File: config.mk
export PLATFORM = sky130hd
export DESIGN_NAME = hmbx_top
export DESIGN_NICKNAME = d
export VERILOG_FILES = /design/src/rtl/hmbx_pkg.sv /design/src/rtl/hmbx_delay.sv /design/src/rtl/hmbx_out_path.sv /design/src/rtl/hmbx_in_path.sv /design/src/rtl/hmbx_top.sv
export SDC_FILE = /design/constraint.sdc
export NUM_CORES = 1
export LEC_CHECK = 0
export BUFFER_PORTS_ARGS = -buffer_cell sky130_fd_sc_hd__buf_2
export CORE_UTILIZATION = 40
export CTS_CLUSTER_SIZE = 20
export DETAILED_ROUTE_END_ITERATION = 8
export HOLD_SLACK_MARGIN = 0.1
export MAX_ROUTING_LAYER = met4
export SLEW_MARGIN = 20
export SYNTH_ARGS = -nofsm -noshare
export SYNTH_HDL_FRONTEND = slang
export SYNTH_SLANG_ARGS = --single-unit
export TNS_END_PERCENT = 20
File: constraint.sdc
create_clock -name clk -period 1.2 [get_ports clk]
set_input_delay 0.06 -clock clk [delete_from_list [all_inputs] [get_ports clk]]
set_output_delay 0.06 -clock clk [all_outputs]
set_load 0.1 [all_outputs]
File: src/rtl/hmbx_pkg.sv
`timescale 1ns/1ps
package hmbx_pkg;
  typedef struct packed {
    logic err;
    logic rx_full;
    logic tx_empty;
  } cpu_stat_t;

  localparam int unsigned STAT_W   = 3;
  localparam int unsigned CTL_W    = 3;
  localparam int unsigned CTL_TXIE = 0;
  localparam int unsigned CTL_RXIE = 1;
  localparam int unsigned CTL_EN   = 2;
  localparam logic [STAT_W-1:0] STAT_IDLE = 3'b001;
endpackage

File: src/rtl/hmbx_delay.sv
`timescale 1ns/1ps
module hmbx_delay #(
  parameter int unsigned W     = 3,
  parameter int unsigned DEPTH = 2,
  parameter logic [W-1:0] RST_VAL = '0
) (
  input  logic         clk,
  input  logic         rst,
  input  logic [W-1:0] d,
  output logic [W-1:0] q
);
  logic [W-1:0] pipe [DEPTH];

  for (genvar i = 0; i < DEPTH; i++) begin : g_stage
    if (i == 0) begin : g_first
      always_ff @(posedge clk) begin
        if (rst) pipe[i] <= RST_VAL;
        else     pipe[i] <= d;
      end
    end else begin : g_next
      always_ff @(posedge clk) begin
        if (rst) pipe[i] <= RST_VAL;
        else     pipe[i] <= pipe[i-1];
      end
    end
  end

  assign q = pipe[DEPTH-1];
endmodule

File: src/rtl/hmbx_out_path.sv
`timescale 1ns/1ps
module hmbx_out_path #(
  parameter int unsigned DATA_W = 24,
  parameter int unsigned BYTE_W = 8,
  localparam int unsigned NBYTES = DATA_W / BYTE_W,
  localparam int unsigned HA_W   = (NBYTES > 1) ? $clog2(NBYTES) : 1
) (
  input  logic              clk,
  input  logic              rst,
  input  logic              en,
  input  logic              cpu_wr,
  input  logic [DATA_W-1:0] cpu_wdata,
  input  logic              host_rd,
  input  logic [HA_W-1:0]   host_addr,
  output logic              tx_empty,
  output logic [DATA_W-1:0] tx_word,
  output logic              h_rx_full,
  output logic [DATA_W-1:0] h_rx_word,
  output logic              wr_reject
);
  localparam logic [HA_W-1:0] LOW_SEL = HA_W'(NBYTES - 1);

  logic wr_ok, move, low_rd;

  assign wr_ok     = en & cpu_wr & tx_empty;
  assign wr_reject = en & cpu_wr & ~tx_empty;
  assign move      = en & ~tx_empty & ~h_rx_full;
  assign low_rd    = host_rd & (host_addr == LOW_SEL);

  // processor-side stage
  always_ff @(posedge clk) begin
    if (rst || !en)  tx_empty <= 1'b1;
    else if (wr_ok)  tx_empty <= 1'b0;
    else if (move)   tx_empty <= 1'b1;
  end

  always_ff @(posedge clk) begin
    if (rst)        tx_word <= '0;
    else if (wr_ok) tx_word <= cpu_wdata;
  end

  // host-side stage
  always_ff @(posedge clk) begin
    if (rst)         h_rx_full <= 1'b0;
    else if (move)   h_rx_full <= 1'b1;
    else if (low_rd) h_rx_full <= 1'b0;
  end

  always_ff @(posedge clk) begin
    if (rst)       h_rx_word <= '0;
    else if (move) h_rx_word <= tx_word;
  end
endmodule

File: src/rtl/hmbx_in_path.sv
`timescale 1ns/1ps
module hmbx_in_path #(
  parameter int unsigned DATA_W = 24,
  parameter int unsigned BYTE_W = 8,
  localparam int unsigned NBYTES = DATA_W / BYTE_W,
  localparam int unsigned HA_W   = (NBYTES > 1) ? $clog2(NBYTES) : 1
) (
  input  logic              clk,
  input  logic              rst,
  input  logic              en,
  input  logic              host_wr,
  input  logic [HA_W-1:0]   host_addr,
  input  logic [BYTE_W-1:0] host_wdata,
  input  logic              cpu_rd,
  output logic              h_tx_empty,
  output logic [DATA_W-1:0] h_tx_word,
  output logic              rx_full,
  output logic [DATA_W-1:0] rx_word,
  output logic              rd_reject
);
  localparam logic [HA_W-1:0] LOW_SEL = HA_W'(NBYTES - 1);

  logic [BYTE_W-1:0] stage [NBYTES-1];
  logic [DATA_W-1:0] commit_word;
  logic              commit, move, rd_ok;

  // upper bytes are staged; the low byte completes the word
  for (genvar i = 0; i < NBYTES - 1; i++) begin : g_stage
    always_ff @(posedge clk) begin
      if (rst) stage[i] <= '0;
      else if (host_wr && host_addr == HA_W'(i)) stage[i] <= host_wdata;
    end
    assign commit_word[DATA_W-1-i*BYTE_W -: BYTE_W] = stage[i];
  end
  assign commit_word[BYTE_W-1:0] = host_wdata;

  assign commit    = host_wr & (host_addr == LOW_SEL) & h_tx_empty;
  assign move      = en & ~h_tx_empty & ~rx_full;
  assign rd_ok     = en & cpu_rd & rx_full;
  assign rd_reject = en & cpu_rd & ~rx_full;

  // host-side stage
  always_ff @(posedge clk) begin
    if (rst)         h_tx_empty <= 1'b1;
    else if (commit) h_tx_empty <= 1'b0;
    else if (move)   h_tx_empty <= 1'b1;
  end

  always_ff @(posedge clk) begin
    if (rst)         h_tx_word <= '0;
    else if (commit) h_tx_word <= commit_word;
  end

  // processor-side stage
  always_ff @(posedge clk) begin
    if (rst || !en) rx_full <= 1'b0;
    else if (move)  rx_full <= 1'b1;
    else if (rd_ok) rx_full <= 1'b0;
  end

  always_ff @(posedge clk) begin
    if (rst)       rx_word <= '0;
    else if (move) rx_word <= h_tx_word;
  end
endmodule

File: src/rtl/hmbx_top.sv
`timescale 1ns/1ps
module hmbx_top
  import hmbx_pkg::*;
#(
  parameter int unsigned DATA_W   = 24,
  parameter int unsigned BYTE_W   = 8,
  parameter int unsigned STAT_DLY = 2,
  localparam int unsigned NBYTES  = DATA_W / BYTE_W,
  localparam int unsigned HA_W    = (NBYTES > 1) ? $clog2(NBYTES) : 1
) (
  input  logic              clk,
  input  logic              rst,
  input  logic              soft_rst,
  input  logic              stop_rst,
  input  logic              cpu_ctl_wr,
  input  logic [CTL_W-1:0]  cpu_ctl_wdata,
  input  logic              cpu_tx_wr,
  input  logic [DATA_W-1:0] cpu_tx_data,
  input  logic              cpu_rx_rd,
  output logic [DATA_W-1:0] cpu_rx_data,
  output logic [STAT_W-1:0] cpu_status,
  input  logic              host_wr,
  input  logic              host_rd,
  input  logic [HA_W-1:0]   host_addr,
  input  logic [BYTE_W-1:0] host_wdata,
  output logic [BYTE_W-1:0] host_rdata,
  output logic              host_rx_full,
  output logic              host_tx_empty,
  output logic              irq_tx,
  output logic              irq_rx
);
  logic              any_rst;
  logic [CTL_W-1:0]  ctl;
  logic              en, tx_ie, rx_ie;
  logic              p_tx_empty, p_rx_full, err;
  logic              h_rx_full, h_tx_empty;
  logic              wr_reject, rd_reject;
  logic [DATA_W-1:0] tx_word, h_rx_word, h_tx_word, rx_word;
  logic [BYTE_W-1:0] h_bytes [NBYTES];
  cpu_stat_t         stat_now;

  assign any_rst = rst | soft_rst | stop_rst;
  assign en      = ctl[CTL_EN];
  assign tx_ie   = ctl[CTL_TXIE];
  assign rx_ie   = ctl[CTL_RXIE];

  always_ff @(posedge clk) begin
    if (any_rst)         ctl <= '0;
    else if (cpu_ctl_wr) ctl <= cpu_ctl_wdata;
  end

  hmbx_out_path #(.DATA_W(DATA_W), .BYTE_W(BYTE_W)) u_out (
    .clk       (clk),
    .rst       (any_rst),
    .en        (en),
    .cpu_wr    (cpu_tx_wr),
    .cpu_wdata (cpu_tx_data),
    .host_rd   (host_rd),
    .host_addr (host_addr),
    .tx_empty  (p_tx_empty),
    .tx_word   (tx_word),
    .h_rx_full (h_rx_full),
    .h_rx_word (h_rx_word),
    .wr_reject (wr_reject)
  );

  hmbx_in_path #(.DATA_W(DATA_W), .BYTE_W(BYTE_W)) u_in (
    .clk        (clk),
    .rst        (any_rst),
    .en         (en),
    .host_wr    (host_wr),
    .host_addr  (host_addr),
    .host_wdata (host_wdata),
    .cpu_rd     (cpu_rx_rd),
    .h_tx_empty (h_tx_empty),
    .h_tx_word  (h_tx_word),
    .rx_full    (p_rx_full),
    .rx_word    (rx_word),
    .rd_reject  (rd_reject)
  );

  // sticky access error, part of the processor-side flags
  always_ff @(posedge clk) begin
    if (any_rst || !en)           err <= 1'b0;
    else if (wr_reject || rd_reject) err <= 1'b1;
  end

  assign stat_now.err      = err;
  assign stat_now.rx_full  = p_rx_full;
  assign stat_now.tx_empty = p_tx_empty;

  hmbx_delay #(.W(STAT_W), .DEPTH(STAT_DLY), .RST_VAL(STAT_IDLE)) u_stat_dly (
    .clk (clk),
    .rst (any_rst),
    .d   (stat_now),
    .q   (cpu_status)
  );

  always_ff @(posedge clk) begin
    if (any_rst) begin
      irq_tx <= 1'b0;
      irq_rx <= 1'b0;
    end else begin
      irq_tx <= en & tx_ie & p_tx_empty;
      irq_rx <= en & rx_ie & p_rx_full;
    end
  end

  // host byte view, index 0 is the most significant byte
  for (genvar i = 0; i < NBYTES; i++) begin : g_hbyte
    assign h_bytes[i] = h_rx_word[DATA_W-1-i*BYTE_W -: BYTE_W];
  end

  always_ff @(posedge clk) begin
    if (any_rst) host_rdata <= '0;
    else if (host_rd) begin
      if (32'(host_addr) < NBYTES) host_rdata <= h_bytes[host_addr];
      else                         host_rdata <= '0;
    end
  end

  assign cpu_rx_data   = rx_word;
  assign host_rx_full  = h_rx_full;
  assign host_tx_empty = h_tx_empty;
endmodule

Word level (Yosys, flattened, before mapping). Memory sizes are Yosys's and may differ from the RTL's. A register that Yosys moved wholly into a read port is not among the register bits. Cells that the tools add are included.

Register bits: 114. Memory bits (writable): 22. Bits of input ports: 46. Memories kept: 2. Output and inout port bits: 39.

Memory list: u_in.stage (words 2, bits a word 8, read ports 2, clocked after Yosys merged registers in 2, wr ports 2, line hmbx_in_path.sv:23) `logic [BYTE_W-1:0] stage [NBYTES-1];`; u_stat_dly.pipe (words 2, bits a word 3, read ports 2, clocked after Yosys merged registers in 0, wr ports 2, line hmbx_delay.sv:12) `logic [W-1:0] pipe [DEPTH];`.

Bitwise logic cells: 28. Reductions and logical operators: 10. $lt $le $gt $ge: 2. Equality and inequality tests: 2. Mux-type cells: 25.

Operators with widths (number): $mux W8 (5); $and A1 B1 Y1 (17); $mux W1 (17); $bmux W8 S2 (1); $reduce_bool A2 Y1 (4); $mux W3 (2); $or A1 B1 Y1 (6); $not A1 Y1 (4); $ge A3 B3 Y1 const B (1); $not A2 Y3 (1); $eq A2 B1 Y1 const B (1); $eq A2 B2 Y1 const B (1); $logic_and A1 B1 Y1 (2); $logic_not A2 Y1 (1); $logic_or A1 B1 Y1 (2); $lt A2 B2 Y1 const B (1); $logic_not A1 Y1 (1).

Longest topological paths before layout.
Depth in word-level cells: 6. Mapped depth: 5.

By module. A second synthesis with hierarchy kept.

Cell total of the unflattened synthesis: 505. Area, all modules: 5629.1 um2.

By module, submodules not included: hmbx_in_path (instances 1, cells each 229, area an instance 2723.9 um2); hmbx_out_path (instances 1, cells each 194, area an instance 2102.0 um2); hmbx_top (instances 1, cells each 70, area an instance 645.6 um2); hmbx_delay (instances 1, cells each 12, area an instance 157.7 um2).

Worst setup path after synthesis. OpenSTA, ideal clock, no wires.

Kind: reg-to-reg. From: register u_in.h_tx_empty. To: register u_in.h_tx_word[0]. Setup slack: -0.660 ns. Data arrival time: 1.790 ns. Buffers on the path: 2. Data required time: 1.130 ns. Stages on the path, launching flop included: 6. Period minus slack after synthesis: 1.860 ns. Cells stage by stage: dfxtp_1 -> and4b_1 -> buf_2 -> buf_2 -> nand2_1 -> a21oi_1.

Word-level cells in the longest chain between the ends: 1.

RTL lines: start, declared (line hmbx_in_path.sv:15) `output logic h_tx_empty,`; start signal, assigned (line hmbx_in_path.sv:44) `if (rst) h_tx_empty <= 1'b1;`; start signal, assigned (line hmbx_in_path.sv:45) `else if (commit) h_tx_empty <= 1'b0;`; start signal, assigned (line hmbx_in_path.sv:46) `else if (move) h_tx_empty <= 1'b1;`; $and A1 B1 Y1 (line hmbx_in_path.sv:37) `assign commit = host_wr & (host_addr == LOW_SEL) & h_tx_empty;`; end signal, assigned (line hmbx_in_path.sv:51) `else if (commit) h_tx_word <= commit_word;`; end, declared (line hmbx_in_path.sv:16) `output logic [DATA_W-1:0] h_tx_word,`.

Every way passes these cells. A chain may end at the register's enable or synchronous reset.

Worst setup path after layout.
From: register ctl[2]. To: register u_out.h_rx_word[19].

Word-level cells in the longest chain between the ends: 2.

RTL lines: start, declared (line hmbx_top.sv:33) `logic [CTL_W-1:0] ctl;`; start signal, assigned (line hmbx_top.sv:49) `else if (cpu_ctl_wr) ctl <= cpu_ctl_wdata;`; $and A1 B1 Y1 (2 in a row) (line hmbx_out_path.sv:27) `assign move = en & ~tx_empty & ~h_rx_full;`; end signal, assigned (line hmbx_out_path.sv:51) `else if (move) h_rx_word <= tx_word;`; end, declared (line hmbx_out_path.sv:18) `output logic [DATA_W-1:0] h_rx_word,`.

Every way passes these cells.

==> metrics.md <==
| Metric | Value |
|---|---|
| Antenna Cells | 0 |
| Max-slew headroom | 74.71% |
| CP Capture Type | register |
| Num rows | 40 |
| Die height | 113.6 µm |
| Finish-stage setup viols | 1 |
| Crit path buf inv count | 1 |
| # Max-Cap Violations | 0 |
| Root Driver | clkbuf_16 |
| Peak supply drop | 824.6 µV |
| Power, Total | 0.01010 W |
| Synthesized cell area | 0.004979 mm² |
| Worst path top cell family by delay | simple AND/OR/NAND/NOR gates |
| Yosys reg bits | 136 |
| Final WL | 11.22 mm |
| Crit Path Max Fanout | 25 |
| Via density | 4.698 |
| Critical path arrival | 1.49 ns |
| Pwr dens | 1478 mW/mm² |
| Outcome | finished, violations left |
| Critical-path top delay cell | or3b_4 |
| Global-route wire length before repair | 18.89 mm |
| Synthesis warning total | 0 |
| Pre-CTS WS | -0.1025 ns |
| Clk_lat worst skew | 0.40 ns |
| I/O pins | 85 |
| Clock skew | 0.007678 ns |
| Setup slack after layout | -0.001459 ns |
| Die width | 113.6 µm |
| Area after DPL | 0.005717 mm² |
| Layout cells sized above 1 | 23.13% |
| Synth unique cells | 31 |
| RSZ-0062 raised after global routing | true |
| Number of synthesized flops with an enable pin | 16 |
| Critical path cell sequence | or3b_4, buf_12, nand2_1, a21oi_1 |
| Gr ovfl total | 0 |
| Final Hold Fails | 0 |
| Clock tree from TritonCTS | built |
| Synthesized instance count | 564 |
| Die area | 0.01290 mm² |
| Clock Tree Buf Depth | 2 |
| Drt initial violations | 230 |
| Vias in the first global route | 4047 |
| Area growth syn-to-layout | 37.30% |
| HPWL after detailed placement | 7.463 mm |
| Ys flop type | dfxtp_1 |
| CP Launch Type | register |
| Setup Buffers After CTS | 0 |
| Antenna Violating Nets Remaining | 0 |
| Worst slew pin tran | 0.3784 ns |
| Final Cycle Share | 100.1% |
| Fin nets | 742 |
| Reg clk slew, reported paths | 0.06 ns |
| Peak Freq | 0.8323 GHz |
| Critical Path RT | 1.48 ns |
| CTS Buf Count | 17 |
| First-pass iteration count of the detailed router | 5 |
| Clk sinks | 136 |
| Max Slew Vio Count | 0 |
| Crit path largest cell delay | 0.39 ns |
| Min cycle time layout | 1.201 ns |
| Leakage | 2.488 nW |
| Post-synth ARST share | 0% |
| Largest net degree at the start of global routing | 44 |
| Initial Utilization | 41.28% |
| Mean Syn Cell Area | 8.827 µm² |
| Routability cong. | 0.7783 |
| Syn nets | 610 |
| Core box area | 0.01206 mm² |
| Failing checks | setup timing |
| Residual DRC | 0 |
| Final Cell Area | 0.006835 mm² |
| Htree depth | 4 |
| Wire length per cell | 12.79 µm |
| Vias | 4120 |
| Register area share after synthesis | 57.90% |
| Worst Hold Class | in -> reg |
| Port bufs | 84 |
| Initial antenna violation count | 0 |
| Total GRT Usage | 19.40% |
| WS Path Type | reg -> reg |
[registers in the layout, indices dropped and copies added, names as in the netlist]
name / flops
u_stat_dly.pipe: 6
irq_tx: 1
u_in.stage: 16
u_out.h_rx_full: 1
u_out.h_rx_word: 24
u_in.rx_word: 24
u_in.h_tx_empty: 1
u_out.tx_empty: 1
u_in.rx_full: 1
ctl: 3
err: 1
u_out.tx_word: 24
host_rdata: 8
u_in.h_tx_word: 24
irq_rx: 1
[final cells by class]
type / count / area [µm²]
clock inverters: 10 / 91.34
repair buffers: 149 / 1252
multi-input cells: 390 / 1883
well taps: 168 / 210.2
flip-flops and latches: 136 / 2895
clock buffers: 22 / 495.5
fillers: 1115 / 5226
inverters: 2 / 7.507
[Yosys cell counts, drive strengths merged, types with 2 or more instances]
library cell	n	area, µm²
o21ai	8	40.04
nor2b	3	18.77
a31oi	8	50.05
mux2i	11	110.1
or2	8	50.05
and2	19	118.9
and3	3	18.77
nor3b	2	37.54
a21oi	97	489.2
clkbuf	7	26.28
or3b	2	17.52
nand2	209	784.5
nor2	8	30.03
dfxtp	120	2402
inv	2	7.510
buf	29	198.9
nand3	2	10.01
edfxtp	16	480.5
[timing repair]
action | in CTS | in global routing
endpoints found under the setup margin | 86 | 56
gates cloned | 0 | 0
hold buffers | 42 | 0
gates resized for setup | 42 | 5
hold endpoints to repair | 63 | 0
[cells in the final DEF (no fill, tap or decap), types with 3 or more instances in the layout]
cell | synthesis | layout
a21oi_1 | 96 | 93
a21oi_2 | 1 | 4
a31oi_1 | 8 | 8
and2_1 | 19 | 19
and3_1 | 3 | 3
buf_12 | 0 | 11
buf_2 | 15 | 44
buf_4 | 9 | 52
clkbuf_16 | 0 | 18
clkbuf_8 | 0 | 3
clkinv_2 | 0 | 4
dfxtp_1 | 120 | 116
dfxtp_4 | 0 | 3
dlygate4sd3_1 | 0 | 41
edfxtp_1 | 16 | 16
mux2i_1 | 11 | 11
nand2_1 | 209 | 208
nor2_1 | 8 | 8
nor2b_1 | 3 | 3
o21ai_0 | 8 | 8
or2_2 | 8 | 8
[power by group]
part | leakage, nW | switching (W) | internal, W
clock network | 0.287 | 0.00188 | 0.00314
registers | 1.16 | 0.0000143 | 0.00463
logic | 1.05 | 0.000226 | 0.000217
[cells by family after synthesis]
kind of cell	after synthesis	synth area share, %
buffers and inverters	38	4.674
AND/OR/NAND/NOR	261	22.64
AO/OA/AOI/OAI	117	12.34
multiplexers	12	2.438
flip-flops	136	57.90
[worst register-to-register path, cell delays in order, from the launching register on]
cell and delay, ns:
dfxtp_4 0.37, or3b_4 0.39, buf_12 0.17, nand2_1 0.09, a21oi_1 0.06
[path summary, 6_finish.rpt]
| path | slack (ns) | cells after the start | endpoint | startpoint |
|---|---|---|---|---|
| hold reg to reg | 0.43 | 1 | u_stat_dly.pipe[1][2]$_SDFF_PP0_ | u_stat_dly.pipe[0][2]$_SDFF_PP0_ |
| setup / recovery | -0.001 | 4 | u_out.h_rx_word[19]$_SDFFE_PP0P_ | ctl[2]$_SDFFE_PP0P_ |
| hold / removal | 0.10 | 3 | u_in.h_tx_empty$_SDFFE_PP1P_ | stop_rst |
| setup reg to reg | -0.001 | 4 | u_out.h_rx_word[19]$_SDFFE_PP0P_ | ctl[2]$_SDFFE_PP0P_ |
[per-layer routing]
metal,GRT usage [%],vias up,routed length (µm)
li1,-,2117,-
met1,23.45,1920,5149
met2,31.18,71,5550
met3,4.782,12,350
met4,7.632,0,167
met5,-,-,0
[metrics by stage]
stage	utilization, %	cells	hold slack (ns)	setup TNS, ns
final	56.67	877	0.1024	-0.001459
after global routing	56.67	877	0.1071	-1.654
after CTS	56.61	878	0.08788	-0.02393
after detailed placement	47.40	804	0.2697	-3.979
after global placement	47.40	804	0.2734	-1.946
after floorplan	-	564	0.1597	-6.647
Note: power is estimated with default switching activity, not from simulation.
